**config.mk**
```make
export PLATFORM = sky130hd
export DESIGN_NAME = dma_bus_seq
export DESIGN_NICKNAME = d
export VERILOG_FILES = /design/src/rtl/dma_seq_pkg.sv /design/src/rtl/dma_addr_align.sv /design/src/rtl/dma_lane_move.sv /design/src/rtl/dma_hold_ovr.sv /design/src/rtl/dma_seq_fsm.sv /design/src/rtl/dma_bus_seq.sv
export SDC_FILE = /design/constraint.sdc
export NUM_CORES = 1
export LEC_CHECK = 0
export BUFFER_PORTS_ARGS = -buffer_cell sky130_fd_sc_hd__buf_2
export CORE_ASPECT_RATIO = 0.75
export CORE_MARGIN = 2
export CORE_UTILIZATION = 46
export CTS_BUF_LIST = sky130_fd_sc_hd__clkbuf_16
export CTS_CLUSTER_DIAMETER = 40
export DETAILED_ROUTE_END_ITERATION = 10
export PLACE_DENSITY = 0.93
export SLEW_MARGIN = 20
export SYNTH_ARGS = -nofsm -noshare
export SYNTH_HDL_FRONTEND = slang
export SYNTH_SLANG_ARGS = --single-unit
```
**constraint.sdc**
```tcl
create_clock -name clk -period 3 [get_ports clk]
set_clock_uncertainty 0.05 [all_clocks]
set_input_delay 0.6 -clock clk [delete_from_list [all_inputs] [get_ports clk]]
set_output_delay 0.6 -clock clk [all_outputs]
set_load 0.005 [all_outputs]
```
**src/rtl/dma_seq_pkg.sv**
```systemverilog
package dma_seq_pkg;

   typedef enum logic [1:0] {
      SZ_BYTE = 2'd0,
      SZ_HALF = 2'd1,
      SZ_WORD = 2'd2,
      SZ_WRSV = 2'd3
   } xfer_size_e;

   typedef enum logic [2:0] {
      ST_IDLE  = 3'd0,
      ST_REQ   = 3'd1,
      ST_RD    = 3'd2,
      ST_WR    = 3'd3,
      ST_PAUSE = 3'd4
   } seq_state_e;

endpackage

```
**src/rtl/dma_addr_align.sv**
```systemverilog
module dma_addr_align
   import dma_seq_pkg::*;
#(
   parameter int ADDR_W = 32,
   parameter int LANES  = 4
) (
   input  logic [ADDR_W-1:0]        addr_i,
   input  xfer_size_e               size_i,
   output logic [ADDR_W-1:0]        aligned_o,
   output logic [LANES-1:0]         be_o,
   output logic [$clog2(LANES)-1:0] off_o
);
   localparam int OFF_W = $clog2(LANES);

   initial begin
      assert (LANES == 4) else $error("dma_addr_align: LANES must be 4");
      assert (ADDR_W > OFF_W) else $error("dma_addr_align: ADDR_W too small");
   end

   always_comb begin
      unique case (size_i)
         SZ_BYTE: aligned_o = addr_i;
         SZ_HALF: aligned_o = {addr_i[ADDR_W-1:1], 1'b0};
         default: aligned_o = {addr_i[ADDR_W-1:2], 2'b00};
      endcase
      off_o = aligned_o[OFF_W-1:0];
      unique case (size_i)
         SZ_BYTE: be_o = LANES'(1) << off_o;
         SZ_HALF: be_o = LANES'(3) << off_o;
         default: be_o = '1;
      endcase
   end

endmodule

```
**src/rtl/dma_lane_move.sv**
```systemverilog
module dma_lane_move #(
   parameter int DATA_W = 32
) (
   input  logic                          clk,
   input  logic                          rst_n,
   input  logic                          cap_i,
   input  logic [DATA_W-1:0]             rdata_i,
   input  logic [$clog2(DATA_W/8)-1:0]   src_off_i,
   input  logic [$clog2(DATA_W/8)-1:0]   dst_off_i,
   output logic [DATA_W-1:0]             wdata_o
);
   localparam int OFF_W = $clog2(DATA_W/8);

   logic [DATA_W-1:0] elem_q;

   initial begin
      assert (DATA_W % 8 == 0) else $error("dma_lane_move: DATA_W must be whole bytes");
   end

   always_ff @(posedge clk or negedge rst_n) begin
      if (!rst_n)
         elem_q <= '0;
      else if (cap_i)
         elem_q <= rdata_i >> {src_off_i, 3'b000};
   end

   assign wdata_o = elem_q << {dst_off_i, 3'b000};

endmodule

```
**src/rtl/dma_hold_ovr.sv**
```systemverilog
module dma_hold_ovr #(
   parameter int LVL_W = 5,
   parameter bit SYNC  = 1'b0
) (
   input  logic             clk,
   input  logic             rst_n,
   input  logic             nmi_i,
   input  logic [LVL_W-1:0] lvl_i,
   input  logic [LVL_W-1:0] thr_i,
   output logic             ovr_o
);
   logic raw;

   initial begin
      assert (LVL_W >= 1) else $error("dma_hold_ovr: LVL_W must be positive");
   end

   assign raw = nmi_i | (lvl_i > thr_i);

   generate
      if (SYNC) begin : g_sync
         logic ovr_q;
         always_ff @(posedge clk or negedge rst_n) begin
            if (!rst_n) ovr_q <= 1'b0;
            else        ovr_q <= raw;
         end
         assign ovr_o = ovr_q;
      end else begin : g_comb
         assign ovr_o = raw;
      end
   endgenerate

endmodule

```
**src/rtl/dma_seq_fsm.sv**
```systemverilog
module dma_seq_fsm
   import dma_seq_pkg::*;
(
   input  logic clk,
   input  logic rst_n,
   input  logic req_i,
   input  logic gnt_i,
   input  logic ovr_i,
   input  logic last_i,
   output logic bus_req_o,
   output logic rd_o,
   output logic wr_o,
   output logic done_o
);
   seq_state_e state_q, state_d;
   logic       done_q, done_d;

   always_comb begin
      state_d = state_q;
      done_d  = 1'b0;
      unique case (state_q)
         ST_IDLE:  if (req_i) state_d = ST_REQ;
         ST_REQ: begin
            if (ovr_i)      state_d = ST_PAUSE;
            else if (gnt_i) state_d = ST_RD;
         end
         ST_RD:    state_d = ST_WR;
         ST_WR: begin
            if (last_i) begin
               state_d = ST_IDLE;
               done_d  = 1'b1;
            end else if (ovr_i) state_d = ST_PAUSE;
            else if (gnt_i)     state_d = ST_RD;
            else                state_d = ST_REQ;
         end
         ST_PAUSE: if (!ovr_i) state_d = ST_REQ;
         default:  state_d = ST_IDLE;
      endcase
   end

   always_ff @(posedge clk or negedge rst_n) begin
      if (!rst_n) begin
         state_q <= ST_IDLE;
         done_q  <= 1'b0;
      end else begin
         state_q <= state_d;
         done_q  <= done_d;
      end
   end

   assign bus_req_o = (state_q == ST_REQ) || (state_q == ST_RD) || (state_q == ST_WR);
   assign rd_o      = (state_q == ST_RD);
   assign wr_o      = (state_q == ST_WR);
   assign done_o    = done_q;

   // leaving a pause restores the request one cycle after the override clears
   p_resume_r9: assert property (@(posedge clk) disable iff (!rst_n)
      (state_q == ST_PAUSE && !ovr_i) |=> bus_req_o);

   // an idle request pulse raises the bus request next cycle
   p_start_r2: assert property (@(posedge clk) disable iff (!rst_n)
      (state_q == ST_IDLE && req_i) |=> (bus_req_o && !rd_o && !wr_o));

endmodule

```
**src/rtl/dma_bus_seq.sv**
```systemverilog
module dma_bus_seq
   import dma_seq_pkg::*;
#(
   parameter int ADDR_W   = 32,
   parameter int DATA_W   = 32,
   parameter int LVL_W    = 5,
   parameter bit SYNC_OVR = 1'b0
) (
   input  logic                  clk,
   input  logic                  rst_n,
   input  logic                  req_i,
   input  logic [1:0]            size_i,
   input  logic [ADDR_W-1:0]     src_addr_i,
   input  logic [ADDR_W-1:0]     dst_addr_i,
   input  logic                  last_i,
   input  logic                  nmi_i,
   input  logic [LVL_W-1:0]      irq_lvl_i,
   input  logic [LVL_W-1:0]      hold_thr_i,
   input  logic                  bus_gnt_i,
   output logic                  bus_req_o,
   output logic                  mem_rd_o,
   output logic                  mem_wr_o,
   output logic [ADDR_W-1:0]     mem_addr_o,
   output logic [DATA_W/8-1:0]   mem_be_o,
   output logic [DATA_W-1:0]     mem_wdata_o,
   input  logic [DATA_W-1:0]     mem_rdata_i,
   output logic [ADDR_W-1:0]     dbg_addr_o,
   output logic                  done_o
);
   localparam int LANES = DATA_W / 8;
   localparam int OFF_W = $clog2(LANES);
   localparam int NPORT = 2;

   initial begin
      assert (DATA_W == 32) else $error("dma_bus_seq: word width must be 32");
      assert (ADDR_W >= 8)  else $error("dma_bus_seq: ADDR_W too small");
   end

   xfer_size_e        size;
   logic              ovr;
   logic [ADDR_W-1:0] raw_addr [NPORT];
   logic [ADDR_W-1:0] al_addr  [NPORT];
   logic [LANES-1:0]  al_be    [NPORT];
   logic [OFF_W-1:0]  al_off   [NPORT];

   assign size        = xfer_size_e'(size_i);
   assign raw_addr[0] = src_addr_i;
   assign raw_addr[1] = dst_addr_i;

   generate
      for (genvar k = 0; k < NPORT; k++) begin : g_align
         dma_addr_align #(.ADDR_W(ADDR_W), .LANES(LANES)) u_align (
            .addr_i    (raw_addr[k]),
            .size_i    (size),
            .aligned_o (al_addr[k]),
            .be_o      (al_be[k]),
            .off_o     (al_off[k])
         );
      end
   endgenerate

   dma_hold_ovr #(.LVL_W(LVL_W), .SYNC(SYNC_OVR)) u_ovr (
      .clk   (clk),
      .rst_n (rst_n),
      .nmi_i (nmi_i),
      .lvl_i (irq_lvl_i),
      .thr_i (hold_thr_i),
      .ovr_o (ovr)
   );

   dma_seq_fsm u_fsm (
      .clk       (clk),
      .rst_n     (rst_n),
      .req_i     (req_i),
      .gnt_i     (bus_gnt_i),
      .ovr_i     (ovr),
      .last_i    (last_i),
      .bus_req_o (bus_req_o),
      .rd_o      (mem_rd_o),
      .wr_o      (mem_wr_o),
      .done_o    (done_o)
   );

   dma_lane_move #(.DATA_W(DATA_W)) u_lane (
      .clk       (clk),
      .rst_n     (rst_n),
      .cap_i     (mem_rd_o),
      .rdata_i   (mem_rdata_i),
      .src_off_i (al_off[0]),
      .dst_off_i (al_off[1]),
      .wdata_o   (mem_wdata_o)
   );

   always_comb begin
      if (mem_wr_o) begin
         mem_addr_o = al_addr[1];
         dbg_addr_o = dst_addr_i;
         mem_be_o   = al_be[1];
      end else begin
         mem_addr_o = al_addr[0];
         dbg_addr_o = src_addr_i;
         mem_be_o   = mem_rd_o ? al_be[0] : '0;
      end
   end

   // word-sized accesses are word aligned
   p_align_word_r4: assert property (@(posedge clk) disable iff (!rst_n)
      ((mem_rd_o || mem_wr_o) && size_i[1]) |-> (mem_addr_o[1:0] == 2'b00));

   // the programmed source address is shown unmodified during a read
   p_dbg_src_r5: assert property (@(posedge clk) disable iff (!rst_n)
      mem_rd_o |-> (dbg_addr_o == src_addr_i));

   // a byte access enables exactly one lane
   p_byte_lane_r6: assert property (@(posedge clk) disable iff (!rst_n)
      ((mem_rd_o || mem_wr_o) && size_i == 2'd0) |-> ($countones(mem_be_o) == 1));

   // override at a non-final boundary withdraws the request
   p_ovr_drop_r8: assert property (@(posedge clk) disable iff (!rst_n)
      (mem_wr_o && !last_i && ovr) |=> !bus_req_o);

   // every write is preceded by its read
   p_wr_after_rd_r10: assert property (@(posedge clk) disable iff (!rst_n)
      mem_wr_o |-> $past(mem_rd_o));

   // the final write is followed by completion and release
   p_done_r11: assert property (@(posedge clk) disable iff (!rst_n)
      (mem_wr_o && last_i) |=> (done_o && !bus_req_o));

   // no access without a raised request
   p_access_req_r3: assert property (@(posedge clk) disable iff (!rst_n)
      (mem_rd_o || mem_wr_o) |-> bus_req_o);

endmodule

```
Word-level counts from Yosys, hierarchy flattened
Cells that the tools add are included.
{"block": "word_totals", "input_bits": 114, "regBits": 36, "word_cells": 42}
{"block": "op_classes", "shift": 6, "magnitude_cmp": 1, "n_eq_ne": 8, "n_bitwise": 1, "mux": 18, "reduce_logical": 5}
{"operator": "$mux 32", "count": 2}
{"operator": "$shl 32x5->32", "count": 1}
{"operator": "$shr 32x5->32", "count": 1}
{"operator": "$mux 3", "count": 6}
{"operator": "$pmux 4 s2", "count": 2}
{"operator": "$pmux 3 s5", "count": 1}
{"operator": "$mux 4", "count": 2}
{"operator": "$pmux 2 s2", "count": 2}
{"operator": "$shl 1x2->4 const A", "count": 2}
{"operator": "$shl 2x2->4 const A", "count": 2}
{"operator": "$eq 3x2->1 const B", "count": 2}
{"operator": "$gt 5x5->1", "count": 1}
{"operator": "$ne 2x2->1 const B", "count": 2}
{"operator": "$eq 3x1->1 const B", "count": 1}
{"operator": "$eq 3x3->1 const B", "count": 1}
{"operator": "$logic_not 3->1", "count": 1}
{"operator": "$ne 3x2->1 const B", "count": 1}
{"operator": "$reduce_and 3->1", "count": 1}
{"operator": "$eq 2x1->1 const B", "count": 1}
{"operator": "$logic_not 2->1", "count": 1}
{"operator": "$logic_or 1x1->1", "count": 2}
{"operator": "$mux 1", "count": 2}
{"operator": "$mux 2", "count": 1}
{"operator": "$or 1x1->1", "count": 1}

Longest topological paths before layout
{"block": "logic_depth", "depth_word": 6, "depth_mapped": 8, "ltp_nobuf": 7}

Hierarchy
From an unflattened synthesis, not the netlist that was laid out.
{"block": "hier_totals", "cells_unflattened": 433, "hier_area_um2": 4000.1}
{"mod": "dma_lane_move", "seq_area_each_um2": 800.8, "cells_per_inst": 235, "area_per_inst_um2": 2225.9, "instances": 1}
{"mod": "dma_bus_seq", "seq_area_each_um2": 0.0, "cells_per_inst": 77, "area_per_inst_um2": 845.8, "instances": 1}
{"mod": "dma_addr_align", "seq_area_each_um2": 0.0, "cells_per_inst": 41, "area_per_inst_um2": 299.0, "instances": 2}
{"mod": "dma_seq_fsm", "seq_area_each_um2": 100.1, "cells_per_inst": 22, "area_per_inst_um2": 203.9, "instances": 1}
{"mod": "dma_hold_ovr", "seq_area_each_um2": 0.0, "cells_per_inst": 17, "area_per_inst_um2": 126.4, "instances": 1}

Worst setup path before layout
No wires, ideal clock.
{"block": "synth_path", "path_type": "input-to-output", "from": "input port size_i[1]", "to": "output port mem_wdata_o[27]", "setup_slack_ps": 785, "required_time_ps": 2350, "path_stages": 7, "arrival_ps": 1565, "path_buffers": 3, "path_cell_list": "buf_6 > nor2_1 > and2_1 > buf_4 > buf_6 > mux2i_1 > a21oi_1"}
{"block": "synth_between", "elab_chain_cells": 3}
{"element": "start, declared", "line": "dma_bus_seq.sv:12", "text": "input logic [1:0] size_i,"}
{"element": "$eq 2x1->1 or $logic_not 2->1 (tied branches)", "line": "dma_addr_align.sv:21", "text": "unique case (size_i)"}
{"element": "$pmux 2 s2 (*)", "line": "dma_addr_align.sv:21"}
{"element": "$shl 32x5->32 (*)", "line": "dma_lane_move.sv:27", "text": "assign wdata_o = elem_q << {dst_off_i, 3'b000};"}
{"element": "end, declared", "line": "dma_bus_seq.sv:25", "text": "output logic [DATA_W-1:0] mem_wdata_o,"}
Every way passes the cells marked *; elsewhere a longest branch is shown, timed or not.

Worst setup path after layout
{"block": "layout_path", "from": "register u_fsm.state_q[2]", "to": "output port dbg_addr_o[21]"}
{"block": "layout_between", "elab_chain_cells": 2}
{"element": "start, declared", "line": "dma_seq_fsm.sv:15", "text": "seq_state_e state_q, state_d;"}
{"element": "start signal, assigned", "line": "dma_seq_fsm.sv:46", "text": "state_q <= state_d;"}
{"element": "$eq 3x2->1", "line": "dma_seq_fsm.sv:53", "text": "assign wr_o = (state_q == ST_WR);"}
{"element": "$mux 32", "line": "dma_bus_seq.sv:95", "text": "if (mem_wr_o) begin"}
{"element": "end, declared", "line": "dma_bus_seq.sv:27", "text": "output logic [ADDR_W-1:0] dbg_addr_o,"}
No other way between the ends.

==> out/summary.txt <==
=====================================================================================================
Parity-gate share of the synthesized area counting xor and xnor cells ..................           0%
Post-route total power .................................................................     2.754 mW
Run status ............................................................................. finished, final reports clean
Clock tree from TritonCTS ..............................................................          yes
Initial antenna violation count ........................................................            2
Top fanout value on the critical path ..................................................           21
Clock-pin slew on the worst setup and hold paths .......................................      0.05 ns
Cell type contributing the most total cell area after synthesis ........................      dfrtp_1
Worst skew pair latency ................................................................      0.28 ns
Count of unique library cells instantiated by Yosys ....................................           42
Cell count after synthesis .............................................................          450
Depth of the worst register-to-register path ...........................................            6
Required time of the worst setup path ..................................................      2.35 ns
Gpl congestion .........................................................................       0.8877
Count of buffer and inverter cells on the critical path ................................            3
Total Negative Setup Slacks ............................................................         0 ns
Avg Synthesized Cell Area ..............................................................  7.310 sq um
Arrival time worst endpoint ............................................................      2.12 ns
Via total after detailed routing .......................................................         3771
Layout filler cell count ...............................................................          622
Global-route wire length before repair ................................................. 17230 microns
Synthesized-area fraction occupied by ao, oa, aoi and oai cells ........................       15.98%
Tightest Pin Transition ................................................................    0.7931 ns
Maximum buffer depth of the clock tree .................................................            2
Width of the die ....................................................................... 101.6 microns
Number of failing hold endpoints at the final stage ....................................            0
Signed area change from the synthesized netlist to the final layout ....................       31.68%
Vias in the first global route .........................................................         3514
Worst slew margin relative to its limit ................................................       47.13%
Post-DR wirelength/cell ................................................................ 15.23 microns
Post-route ant nets ....................................................................            0
Effective utilization at floorplan .....................................................       47.92%
Total Routing Usage GR .................................................................       27.71%
DRT Pass-1 Iters .......................................................................            5
Max stage delay on crit path ...........................................................      0.44 ns
Most frequent cell on the critical path ................................................      nand2_1
Yosys warnings .........................................................................            0
Row count ..............................................................................           26
Largest net degree at the start of global routing ......................................           47
R2r setup slk ..........................................................................      1.22 ns
Kind of launch point of the worst setup path ...........................................     register
Non-filler instance count after layout .................................................          725
Overall die area .......................................................................   7851 sq um
Critical path depth in cells ...........................................................            7
Leak Pwr ...............................................................................     2.418 nW
Worst Setup End Kind ...................................................................  output port
Starting DRC count in detailed routing .................................................          193
Final slew viol count ..................................................................            0
Final critical-path share of the clock period ..........................................       92.22%
Mux contribution to synthesized area ...................................................       12.93%
IO buf count ...........................................................................          217
Critical path's top delay family ....................................................... simple AND/OR/NAND/NOR gates
Total gr overflow ......................................................................            0
Worst setup path class ................................................................. register to output port
# IOs ..................................................................................          218
Cell area after synthesis ..............................................................   3289 sq um
Area used by multi-input combinational logic ...........................................   1938 sq um
Post-place setup slack .................................................................    0.3999 ns
Fraction of layout instances using a drive strength above 1 ............................       40.32%
Worst min-delay path class ............................................................. input pin to async pin
Post-synthesis share of cell area spent on full adders, half adders and majority gates .       1.902%
Smallest setup slack after layout ......................................................    0.2333 ns
Leading cell types by total area after synthesis ....................................... dfrtp_1, nand2_1, mux2i_1
Startpoint of the lowest-slack register-to-register path ............................... u_fsm.state_q[2]
Highest ir drop seen on vdd ............................................................    0.2946 mV
Area of the core .......................................................................   6864 sq um
Worst R2R End .......................................................................... u_lane.elem_q[31]
Post-detail-place hpwl ................................................................. 8611 microns
Fin area ...............................................................................   4332 sq um
Maximum clock frequency ................................................................   0.3614 GHz
Number of levels in the clock H-tree ...................................................            2
Post-CTS Setup Inserts .................................................................            0
Total power per unit cell area ......................................................... 635.8 nW/um^2
Post-route DRC violation count .........................................................            0
Slowest cell on crit path ..............................................................      dfrtp_1
Total placed cells including tap cells .................................................          715
Number of sinks on the clock net .......................................................           36
Total of flip-flops plus latches after synthesis .......................................           36
Number of hold-repair buffers added at the cts stage ...................................            0
Final Net Count ........................................................................          743
Clock Tree Root ........................................................................    clkbuf_16
Max capacitance violation total ........................................................            0
Simple logic cell fraction of the synthesized area .....................................       28.00%
Nets in the synthesized netlist ........................................................          569
Synth top area share ...................................................................       27.39%
CTS buffer count .......................................................................            5
Dominant combinational cell family by area after synthesis ............................. simple AND/OR/NAND/NOR gates
Sequential fraction of the synthesis area ..............................................       27.39%
Util after Layout ......................................................................       63.11%
Crit path cell chain ................................................................... and2b_1 -> nand2_2 -> inv_4 -> buf_4 -> nand2_1 -> nand2_1 -> buf_2
Total Wirelength ....................................................................... 11040 microns
Y dimension of the die ................................................................. 77.24 microns
Cell area after placement ..............................................................   4161 sq um
RSZ-0062 raised after global routing ...................................................        false
Area taken by flip-flops and latches ...................................................  900.9 sq um
Via/cell ratio .........................................................................        5.201
Final setup violation count ............................................................            0
Final critical path time including I/O delays and setup ................................     2.767 ns
Hold Worst Slack .......................................................................    0.3534 ns
=====================================================================================================
-- worst reg2reg max path, delay by kind of cell, from the launching register on --
family	cells	cell delay [ns]
AOI/OAI and AO/OA	1	0.19
DFF	1	0.44
buffers and inverters	1	0.16
and+or+nand+nor	4	0.87
-- layout by cell type (no fill, tap or decap), drive strengths merged, types with 3 or more instances in the layout --
master,count
nor2b,11
mux2i,32
o21ai,40
nor2,29
and2,10
ha,5
mux2,9
dfrtp,36
a22o,8
nand2b,3
nand2,144
clkbuf,5
nor3,7
inv,11
buf,225
a21oi,22
a211oi,9
-- registers in the layout, summed over array words and instances, names as in the netlist --
name	count
u_lane.elem_q	32
u_fsm.state_q	3
u_fsm.done_o	1
-- routing by layer --
layer	part of all wire [%]	vias up	GRT usage, %
li1	-	1829	-
met1	41	1743	34.37
met2	49	167	47.43
met3	7.1	32	5.014
met4	2.7	0	10.27
met5	0	-	0
-- what timing repair did --
item | CTS | global route
setup endpoints to repair | 0 | 12
hold endpoints to repair | 0 | 0
gates resized for setup | 0 | 2
-- report_power, final --
part	leakage (nW)	internal (mW)	switching, mW
clock	0.0789	0.386	0.193
combinational	1.90	0.606	0.639
sequential	0.443	0.724	0.206
total	2.42	1.72	1.04
-- cells in the mapped netlist, drive strengths merged --
cell	instances
and2b	1
nand2	144
a41oi	1
a21oi	22
nor4	1
a21boi	1
nor3	7
a211oi	9
o32ai	2
nor2	29
o221ai	1
and3	2
ha	5
nand3	2
inv	11
and2	10
buf	53
clkbuf	5
nand2b	3
o21bai	1
a21o	1
mux2i	32
o21ai	40
dfrtp	36
mux2	9
or2	1
o211ai	2
a22o	8
nor2b	11
-- cell type report --
type | instances | area share [%]
Tap cell | 98 | 2.831
Multi-Input combinational cell | 345 | 44.74
Antenna cell | 2 | 0.1155
Sequential cell | 36 | 20.80
Clock inverter | 3 | 0.8666
Timing Repair Buffer | 225 | 26.75
Inverter | 11 | 1.011
Clock buffer | 5 | 2.889
-- cells by family after synthesis --
group,Yosys count
fa+ha+maj,5
buf+inv,69
compound gates,88
flops,36
simple gates,211
mux,41
-- worst max-delay path by stage --
stage	startpoint	end	slack (ns)
4_1_cts	u_fsm.state_q[2]	dbg_addr_o[15]	0.19
3_5_place_dp	size_i[1]	mem_wdata_o[17]	0.40
2_1_floorplan	size_i[1]	mem_wdata_o[27]	0.79
5_1_grt	u_fsm.state_q[2]	dbg_addr_o[15]	0.03
3_3_place_gp	size_i[1]	mem_wdata_o[18]	0.52
6_report	u_fsm.state_q[2]	dbg_addr_o[21]	0.23
Note: power is estimated with default switching activity, not from simulation.
